==> config.mk <==
export PLATFORM = sky130hd
export DESIGN_NAME = tx_src_seq
export DESIGN_NICKNAME = d
export VERILOG_FILES = /design/src/rtl/tx_src_pkg.sv /design/src/rtl/tx_src_rate.sv /design/src/rtl/tx_src_prbs.sv /design/src/rtl/tx_src_hold.sv /design/src/rtl/tx_src_seq.sv
export SDC_FILE = /design/constraint.sdc
export NUM_CORES = 1
export LEC_CHECK = 0
export BUFFER_PORTS_ARGS = -buffer_cell sky130_fd_sc_hd__buf_2
export CAP_MARGIN = 20
export CORE_AREA = 10 10 65 67
export CTS_CLUSTER_DIAMETER = 30
export DETAILED_ROUTE_END_ITERATION = 8
export DIE_AREA = 0 0 75 77
export PLACE_DENSITY = 0.8
export SKIP_CTS_REPAIR_TIMING = 1
export SYNTH_ARGS = -nofsm -noshare
export SYNTH_HDL_FRONTEND = slang
export SYNTH_HIERARCHICAL = 1
export SYNTH_SLANG_ARGS = --single-unit
==> constraint.sdc <==
create_clock -name clk_i -period 3.9 [get_ports clk_i]
set_input_delay 0.585 -clock clk_i [delete_from_list [all_inputs] [get_ports clk_i]]
set_output_delay 0.585 -clock clk_i [all_outputs]
set_load 0.02 [all_outputs]
==> src/rtl/tx_src_pkg.sv <==
package tx_src_pkg;
  typedef enum logic [1:0] {
    SRC_DATA = 2'd0,
    SRC_SYNC = 2'd1,
    SRC_TEST = 2'd2
  } src_e;

  localparam int LFSR_W = 9;

  function automatic logic [LFSR_W-1:0] lfsr_step(input logic [LFSR_W-1:0] s);
    return {s[LFSR_W-2:0], s[8] ^ s[4]};
  endfunction
endpackage

==> src/rtl/tx_src_rate.sv <==
module tx_src_rate (
  input  logic clk_i,
  input  logic rst_ni,
  input  logic half_rate_i,
  output logic phase_o,
  output logic slot_o
);
  logic phase_q;

  always_ff @(posedge clk_i or negedge rst_ni) begin
    if (!rst_ni) phase_q <= 1'b0;
    else         phase_q <= half_rate_i & ~phase_q;
  end

  assign phase_o = phase_q;
  assign slot_o  = ~half_rate_i | phase_q;
endmodule

==> src/rtl/tx_src_prbs.sv <==
module tx_src_prbs
  import tx_src_pkg::*;
#(
  parameter logic [LFSR_W-1:0] SEED = 9'h1FF
) (
  input  logic              clk_i,
  input  logic              rst_ni,
  input  logic              bist_en_ni,
  input  logic              slot_i,
  output logic              act_o,
  output logic [LFSR_W-1:0] pat_o
);
  logic s1_q, s2_q;
  logic [LFSR_W-1:0] lfsr_q;

  // two-flop synchroniser, reset to inactive
  always_ff @(posedge clk_i or negedge rst_ni) begin
    if (!rst_ni) begin
      s1_q <= 1'b1;
      s2_q <= 1'b1;
    end else begin
      s1_q <= bist_en_ni;
      s2_q <= s1_q;
    end
  end

  assign act_o = ~s2_q;

  // held at seed while idle so the first test character is the seed
  always_ff @(posedge clk_i or negedge rst_ni) begin
    if (!rst_ni)     lfsr_q <= SEED;
    else if (!act_o) lfsr_q <= SEED;
    else if (slot_i) lfsr_q <= lfsr_step(lfsr_q);
  end

  assign pat_o = lfsr_q;
endmodule

==> src/rtl/tx_src_hold.sv <==
module tx_src_hold #(
  parameter int CHAR_W = 8
) (
  input  logic              clk_i,
  input  logic              rst_ni,
  input  logic              bypass_i,
  input  logic              wr_i,
  input  logic [CHAR_W-1:0] data_i,
  input  logic              cmd_i,
  input  logic              consume_i,
  output logic              full_o,
  output logic [CHAR_W-1:0] data_o,
  output logic              cmd_o
);
  logic              full_q;
  logic [CHAR_W-1:0] data_q;
  logic              cmd_q;
  logic              accept;

  assign accept = bypass_i & wr_i & ~full_q;

  always_ff @(posedge clk_i or negedge rst_ni) begin
    if (!rst_ni) begin
      full_q <= 1'b0;
      data_q <= '0;
      cmd_q  <= 1'b0;
    end else if (!bypass_i) begin
      full_q <= 1'b0;
    end else if (accept) begin
      full_q <= 1'b1;
      data_q <= data_i;
      cmd_q  <= cmd_i;
    end else if (consume_i) begin
      full_q <= 1'b0;
    end
  end

  assign full_o = full_q;
  assign data_o = data_q;
  assign cmd_o  = cmd_q;
endmodule

==> src/rtl/tx_src_seq.sv <==
module tx_src_seq
  import tx_src_pkg::*;
#(
  parameter int                CHAR_W    = 8,
  parameter logic [CHAR_W-1:0] SYNC_CHAR = 8'hBC,
  parameter logic [8:0]        SEED      = 9'h1FF
) (
  input  logic              clk_i,
  input  logic              rst_ni,
  input  logic              bist_en_ni,
  input  logic              halt_ni,
  input  logic              bypass_i,
  input  logic              half_rate_i,
  input  logic              fifo_empty_i,
  input  logic [CHAR_W-1:0] fifo_data_i,
  input  logic              fifo_cmd_i,
  output logic              fifo_rd_o,
  input  logic              byp_wr_i,
  input  logic [CHAR_W-1:0] byp_data_i,
  input  logic              byp_cmd_i,
  output logic              busy_o,
  output logic              char_valid_o,
  output logic [CHAR_W-1:0] char_o,
  output logic              cmd_o,
  output logic [1:0]        src_o
);
  localparam int PAT_W = (CHAR_W < LFSR_W) ? CHAR_W : LFSR_W;

  logic              phase, slot, test_act;
  logic [LFSR_W-1:0] pat;
  logic              hold_full, hold_cmd;
  logic [CHAR_W-1:0] hold_data;
  logic              avail;
  src_e              sel;
  logic [CHAR_W-1:0] nxt_char;
  logic              nxt_cmd;
  logic              hold_consume;

  logic              valid_q, cmd_q;
  logic [CHAR_W-1:0] char_q;
  src_e              src_q;

  tx_src_rate u_rate (
    .clk_i      (clk_i),
    .rst_ni     (rst_ni),
    .half_rate_i(half_rate_i),
    .phase_o    (phase),
    .slot_o     (slot)
  );

  tx_src_prbs #(.SEED(SEED)) u_prbs (
    .clk_i     (clk_i),
    .rst_ni    (rst_ni),
    .bist_en_ni(bist_en_ni),
    .slot_i    (slot),
    .act_o     (test_act),
    .pat_o     (pat)
  );

  tx_src_hold #(.CHAR_W(CHAR_W)) u_hold (
    .clk_i    (clk_i),
    .rst_ni   (rst_ni),
    .bypass_i (bypass_i),
    .wr_i     (byp_wr_i),
    .data_i   (byp_data_i),
    .cmd_i    (byp_cmd_i),
    .consume_i(hold_consume),
    .full_o   (hold_full),
    .data_o   (hold_data),
    .cmd_o    (hold_cmd)
  );

  assign avail = bypass_i ? hold_full : ~fifo_empty_i;

  // priority: self-test, halt, empty source, data
  always_comb begin
    nxt_char = SYNC_CHAR;
    nxt_cmd  = 1'b1;
    if (test_act) begin
      sel      = SRC_TEST;
      nxt_char = '0;
      nxt_char[PAT_W-1:0] = pat[PAT_W-1:0];
      nxt_cmd  = 1'b0;
    end else if (!halt_ni || !avail) begin
      sel = SRC_SYNC;
    end else begin
      sel      = SRC_DATA;
      nxt_char = bypass_i ? hold_data : fifo_data_i;
      nxt_cmd  = bypass_i ? hold_cmd  : fifo_cmd_i;
    end
  end

  assign fifo_rd_o    = slot & ~bypass_i & (sel == SRC_DATA);
  assign hold_consume = slot &  bypass_i & (sel == SRC_DATA);

  always_ff @(posedge clk_i or negedge rst_ni) begin
    if (!rst_ni) begin
      valid_q <= 1'b0;
      char_q  <= '0;
      cmd_q   <= 1'b0;
      src_q   <= SRC_SYNC;
    end else begin
      valid_q <= slot;
      if (slot) begin
        char_q <= nxt_char;
        cmd_q  <= nxt_cmd;
        src_q  <= sel;
      end
    end
  end

  assign busy_o       = bypass_i & (hold_full | (half_rate_i & ~phase));
  assign char_valid_o = valid_q;
  assign char_o       = char_q;
  assign cmd_o        = cmd_q;
  assign src_o        = src_q;
endmodule

==> results of run 1 <==
metrics by stage:
step	instance area, um^2	utilization [%]	hold slack, ps
floorplan	1580	-	289
global placement	1780	59.6	346
detailed placement	1780	59.6	348
CTS	1840	61.6	303
global route	1840	61.6	308
finish	1840	61.6	291
cells by family (layout without fill, tap and decap cells):
family	Yosys count	after routing	share of synthesized area, %
buffers and inverters	12	55	4.75
multiplexers	25	25	16.5
AO/OA/AOI/OAI	22	22	10.7
AND/OR/NAND/NOR	31	31	12.7
flip-flops	34	34	54.8
XOR/XNOR	1	1	0.554
layer usage:
metal / vias to the layer above / global-route usage (%) / share of wire [%]
li1: 525 / - / -
met3: 6 / 7.46 / 12
met1: 519 / 14.0 / 42
met5: - / 0 / 0
met2: 39 / 16.7 / 45
met4: 0 / 4.92 / 1.5
Yosys cell counts (2+ instances only):
| cell | instances | share of area (%) |
|---|---|---|
| a21boi_0 | 2 | 0.95 |
| a21oi_1 | 5 | 1.6 |
| buf_4 | 2 | 0.95 |
| buf_6 | 3 | 2.1 |
| dfrtp_1 | 22 | 35 |
| dfstp_2 | 12 | 20 |
| inv_1 | 6 | 1.4 |
| mux2_2 | 9 | 6.4 |
| mux2i_1 | 16 | 10 |
| nand2_1 | 10 | 2.4 |
| nand2b_1 | 2 | 0.79 |
| nand3_1 | 3 | 0.95 |
| nand3b_1 | 4 | 1.9 |
| nand3b_4 | 2 | 2.5 |
| nor2_1 | 2 | 0.48 |
| nor2b_1 | 2 | 0.79 |
| nor3b_1 | 2 | 0.95 |
| o21ai_0 | 4 | 1.3 |
| o221ai_2 | 3 | 2.9 |
| o22ai_1 | 2 | 0.79 |
worst max-delay path by stage:
stage                         from         to  slack [ps]  depth (start not counted)
global placement       half_rate_i  fifo_rd_o        1630                          7
detailed placement     half_rate_i  fifo_rd_o        1590                          7
floorplan              u_prbs/s2_q  fifo_rd_o        1940                          5
finish              u_rate/phase_o  fifo_rd_o        1530                          6
CTS                 u_rate/phase_o  fifo_rd_o        1500                          6
global route        u_rate/phase_o  fifo_rd_o        1390                          6
flip-flops by register name, indices dropped and copies added, names as in the netlist:
signal and cells:
u_prbs/pat_o 9, char_o 8, u_hold/data_o 8, src_o 2, char_valid_o 1, cmd_o 1, u_hold/cmd_o 1, u_hold/full_o 1
u_prbs/s1_q 1, u_prbs/s2_q 1, u_rate/phase_o 1
final cells by class:
class / instances / area share [%]
multi-input combinational: 79 / 34.8
timing repair buffer: 40 / 11.0
sequential: 34 / 47.2
clock inverter: 1 / 0.273
inverter: 7 / 1.43
tap: 33 / 2.25
clock buffer: 7 / 3.00
power by group:
part	switching (uW)	internal, uW	total (uW)
Sequential	20.0	390	410
Combinational	69.1	58.2	127
Clock	110	87.3	198
Total	200	536	736
cells in the final DEF, fill, tap and decap left out, types with 3 or more instances in the layout:
master    instances
a21oi_1           5
dfrtp_1          22
nand3_1           3
clkbuf_4          5
mux2_2            9
mux2i_1          16
inv_1             6
nand2_1          10
o21ai_0           4
o221ai_2          3
nand3b_1          4
dfstp_2          12
buf_2            39
==> impl_results.md, run 1 <==
* Final setup viols at 0
* Crit path time final at 2370 ps
* GRT Overall Usage at between 10% and 20%
* ANT cells at 0
* Setup TNS at 0 ps
* Total chip power at 736 uW
* Antenna violations before repair at 0
* CP delay by family, top: buffers and inverters
* Startpoint types: register
* Hold Vio Cnt, Final at 0
* Multi-input logic area at 639 um^2
* Post-synth EDFFs at 0
* Antenna-violating nets left at 0
* Share of layout cells above drive strength 1 at 46.4%
* Setup crit end kind: primary output
* DR pass1 iterations at 4
* First-pass GRT wire length at 5.32 mm
* Nets at around 190
* Clk_skew at 8.48 ps
* Count of different cell masters after synthesis at 32
* Row count at 20
* #FFs+latches synth at 34
* Worst skew pair latency at ~330 ps
* Worst path buffer plus inverter count at 2
* Tcrit/Tclk final at 60.7%
* Worst Hold Class: input pin to async pin
* Die H at 77 um
* CP Max Fanout at 32
* Crit path arrival time at 1780 ps
* Syn Nets at 151
* Setup ws final at 1530 ps
* Synth-to-Final Area Change at 16.2%
* PortBufs at 39
* Remaining DRCs at 0
* Ys async rst share at 100%
* Least-Margin Pin Slew at 713 ps
* Netlist area before placement at 1580 um^2
* Sequential fraction of the synthesis area at 54.8%
* DP Cell Count at 193
* FF-to-FF setup slack at around 2400 ps
* Clk root buf: clkbuf_4
* Worst path slowest cell: dfrtp_1
* Via/cell ratio at 5.42
* Hpwl dp at 2.37 mm
* Storage element area at 866 um^2
* VDD IR max at 0.241 mV
* Kind of critical path: register to primary output
* Grt total ovfl at 0
* Leak at 0.000853 uW
* Dpl ws at 1590 ps
* Crit-path max cell delay at 380 ps
* Die ar. at about 5800 um^2
* Crit path cell chain: nand2b_1 -> buf_4 -> nand3b_4 -> a21o_4 -> nor2_1 -> buf_2
* Clock sink total at 34
* CTS tree: built
* RR Endpoint: char_o[2]
* Routability-driven placement congestion ratio at roughly 0.8
* Largest net degree at the start of global routing at 35
* Status: complete, no violations
* Core Box Area at 2980 um^2
* F_max at between 400 and 500 MHz
* Wire length per cell at roughly 16 um
* DRC marker count from the first detailed-route iteration at 78
* Worst reg2reg startpoint: u_rate/phase_o
* Synth Area per Inst at 12.6 um^2
* Top FF cell, synth: dfrtp_1
* Initial cell density of the core at 53.1%
* RSZ-0062 raised after global routing: no
* Num ports at 40
* Worst EP required at 3310 ps
* Die W at 75 um
* Max Buffers Root-to-Sink at 2
* Via Count at approximately 1100
* Aggregate routed wire length at ~3.2 mm
* Clock-pin slew on the worst setup and hold paths at approximately 100 ps
* Max cap viols at 0
* Vias in the first global route at about 1200
* Cts bufs inserted at 5
* Synth warn at 6
* Max Slew Vio Count at 0
* Cells after Synth at 125
* # fillers at ~250
* Reg2Reg Depth at 5
* H-tree depth at 2
* Fin cells at 201
* Pwr dens at 401 nW/um^2
* Relative slew margins at 52.5%
Note: power is estimated with default switching activity, not from simulation.
==> run 2: changes to the inputs <==
Settings changed: ABC_AREA set to 1, CORE_AREA 10 10 65 67 to 10 10 71 73, DIE_AREA 0 0 75 77 to 0 0 81 83, PLACE_DENSITY 0.8 to 0.74.
Clock period 3.9 ns to 1.98 ns, I/O delays scaled along.
==> impl_results.md, run 2 <==
* Reg2Reg Depth at 7
* WL met1 at 1.66 mm
* Setup TNS at 0 ps
* Syn Nets at 224
* Count of different cell masters after synthesis at 24
* Aggregate routed wire length at 3.74 mm
* Relative slew margins at around 52%
* Via Count at 1397
* #FFs+latches synth at 34
* Wire length per cell at 13.0 um
* Hpwl dp at 2.88 mm
* Sequential fraction of the synthesis area at 50.5%
* Worst Hold Class: input pin to async pin
* FF-to-FF setup slack at 610 ps
* Hold Vio Cnt, Final at 0
* PortBufs at 39
* Largest register FFs at 9
* Crit-path max cell delay at approximately 590 ps
* Worst path slowest cell: dfstp_2
* Grt total ovfl at 0
* CP delay by family, top: flip-flops
* Final setup viols at 0
* Area contributors post-synth: dfrtp_1 32%, dfstp_2 18%, nand2_1 13%, buf_6 3.9%, nand3_1 3.8%
* Die ar. at 6720 um^2
* Most common cell after layout, fill and taps aside: nand2_1
* ANT cells at 0
* Least-Margin Pin Slew at 715 ps
* Synth warn at 6
* Crit path cell chain: inv_2 -> inv_2 -> nand2_2 -> nor3_2 -> buf_2
* Startpoint types: register
* First-pass GRT wire length at 6.22 mm
* CTS tree: built
* H-tree depth at 2
* Dpl ws at about 440 ps
* Area fraction of the dominant cell type after synthesis at 32.1%
* Cts bufs inserted at 5
* Dominant cell by count in the synthesized netlist: nand2_1
* Pwr dens at 834 nW/um^2
* Most instantiated cells after synthesis: 61 x nand2_1, 22 x dfrtp_1, 16 x inv_1, 16 x nor2_1, 13 x nand3_1
* Clock-pin slew on the worst setup and hold paths at 70 ps
* Routability-driven placement congestion ratio at 0.865
* Initial cell density of the core at 47.1%
* Max Used Layer: met4
* Commonest cells after routing, fill and taps aside: 61 x nand2_1, 39 x buf_2, 22 x dfrtp_1
* Synth Area per Inst at ~8.7 um^2
* Leak at 0.00102 uW
* Antenna violations before repair at 0
* Nets at 265
* Setup ws final at 141 ps
* Via/cell ratio at 4.85
* Synth-to-Final Area Change at 15.6%
* Crit path time final at 1840 ps
* Die H at between 80 and 90 um
* Cells after Synth at approximately 200
* Max cap viols at 0
* Worst reg2reg startpoint: u_prbs/s2_q
* Die W at around 81 um
* DR pass1 iterations at 4
* VDD IR max at 0.385 mV
* Setup crit end kind: primary output
* DR WL met2 at 1.77 mm
* Antenna-violating nets left at 0
* Crit path arrival time at 1540 ps
* F_max at 544 MHz
* Share of layout cells above drive strength 1 at 31.7%
* Row count at 22
* Worst skew pair latency at 290 ps
* Remaining DRCs at 0
* Worst path buffer plus inverter count at 3
* CP Max Fanout at 11
* Tcrit/Tclk final at between 90% and 100%
* Top FF cell, synth: dfrtp_1
* CP most frequent cell: inv_2
* Clk_skew at 6.69 ps
* DRC marker count from the first detailed-route iteration at 44
* RR Endpoint: u_hold/full_o
* Largest net degree at the start of global routing at 35
* Netlist area before placement at 1710 um^2
* Kind of critical path: register to primary output
* Routed wl met3 at between 200 and 250 um
* GRT Overall Usage at 11.7%
* Worst EP required at 1680 ps
* RSZ-0062 raised after global routing: no
* Max Buffers Root-to-Sink at 2
* Core Box Area at roughly 3600 um^2
* Status: complete, no violations
* Clock sink total at 34
* Num ports at 40
* Vias in the first global route at 1392
* Clk root buf: clkbuf_8
* Post-synth top area cell: dfrtp_1
* Post-synth EDFFs at 0
* Ys async rst share at 100%
* Max Slew Vio Count at 0
-- run 2: cell types whose count changed after synthesis, sizes merged, moves of 4 or more --
cell | before | now
mux2i | 16 | 0
nor2 | 2 | 21
inv | 7 | 21
nand2 | 10 | 66
nand3b | 6 | 0
nand4 | 0 | 10
o21ai | 5 | 9
mux2 | 9 | 0
nand3 | 3 | 14
-- run 2: per-stage QoR --
| step | hold slack (ps) | cells | total power, uW | util, % | area (um^2) |
|---|---|---|---|---|---|
| finish | 55.7 | 288 | 1650 | 54.5 | 1980 |
| global route | 85.7 | 288 | 1760 | 54.5 | 1980 |
| CTS | 81.1 | 288 | 1670 | 54.5 | 1980 |
| detailed placement | 349 | 280 | 1190 | 52.3 | 1900 |
| global placement | 349 | 280 | 1180 | 52.3 | 1900 |
| floorplan | 1.41 | 198 | 1080 | - | 1710 |
-- run 2: layer usage --
layer / vias up / track usage (%)
met5: - / 0
li1: 718 / -
met3: 5 / 5.39
met1: 644 / 14.3
met2: 30 / 17.1
met4: 0 / 5.16
-- run 2: how the worst max path moves through the flow --
stage	slack, ps	endpoint	cells after the start	start
after floorplan	410	fifo_rd_o	5	u_rate/phase_o
after global placement	490	fifo_rd_o	5	u_prbs/s2_q
after detailed placement	440	fifo_rd_o	5	u_prbs/s2_q
after CTS	130	fifo_rd_o	5	u_prbs/s2_q
after global routing	40	fifo_rd_o	5	u_prbs/s2_q
final	140	fifo_rd_o	5	u_prbs/s2_q
-- run 2: logic make-up (layout without fill, tap and decap cells) --
logic type	after synthesis	in the layout	synth area share, %
AO/OA/AOI/OAI	22	22	7.60
buffers and inverters	28	70	9.42
flip-flops	34	34	50.5
AND/OR/NAND/NOR	114	114	32.4
-- run 2: final cells by class --
cell class	count	area (um^2)
timing repair buffer	41	210
fill	356	1650
tap	48	60.1
inverter	21	78.8
sequential	34	866
clock buffer	8	80.1
multi-input combinational	136	686
-- run 2: power breakdown --
part	total, uW	leakage (uW)	switching (uW)	internal, uW
Sequential	838	0.000388	47.0	792
Clock	479	0.0000395	230	249
Combinational	335	0.000590	216	119
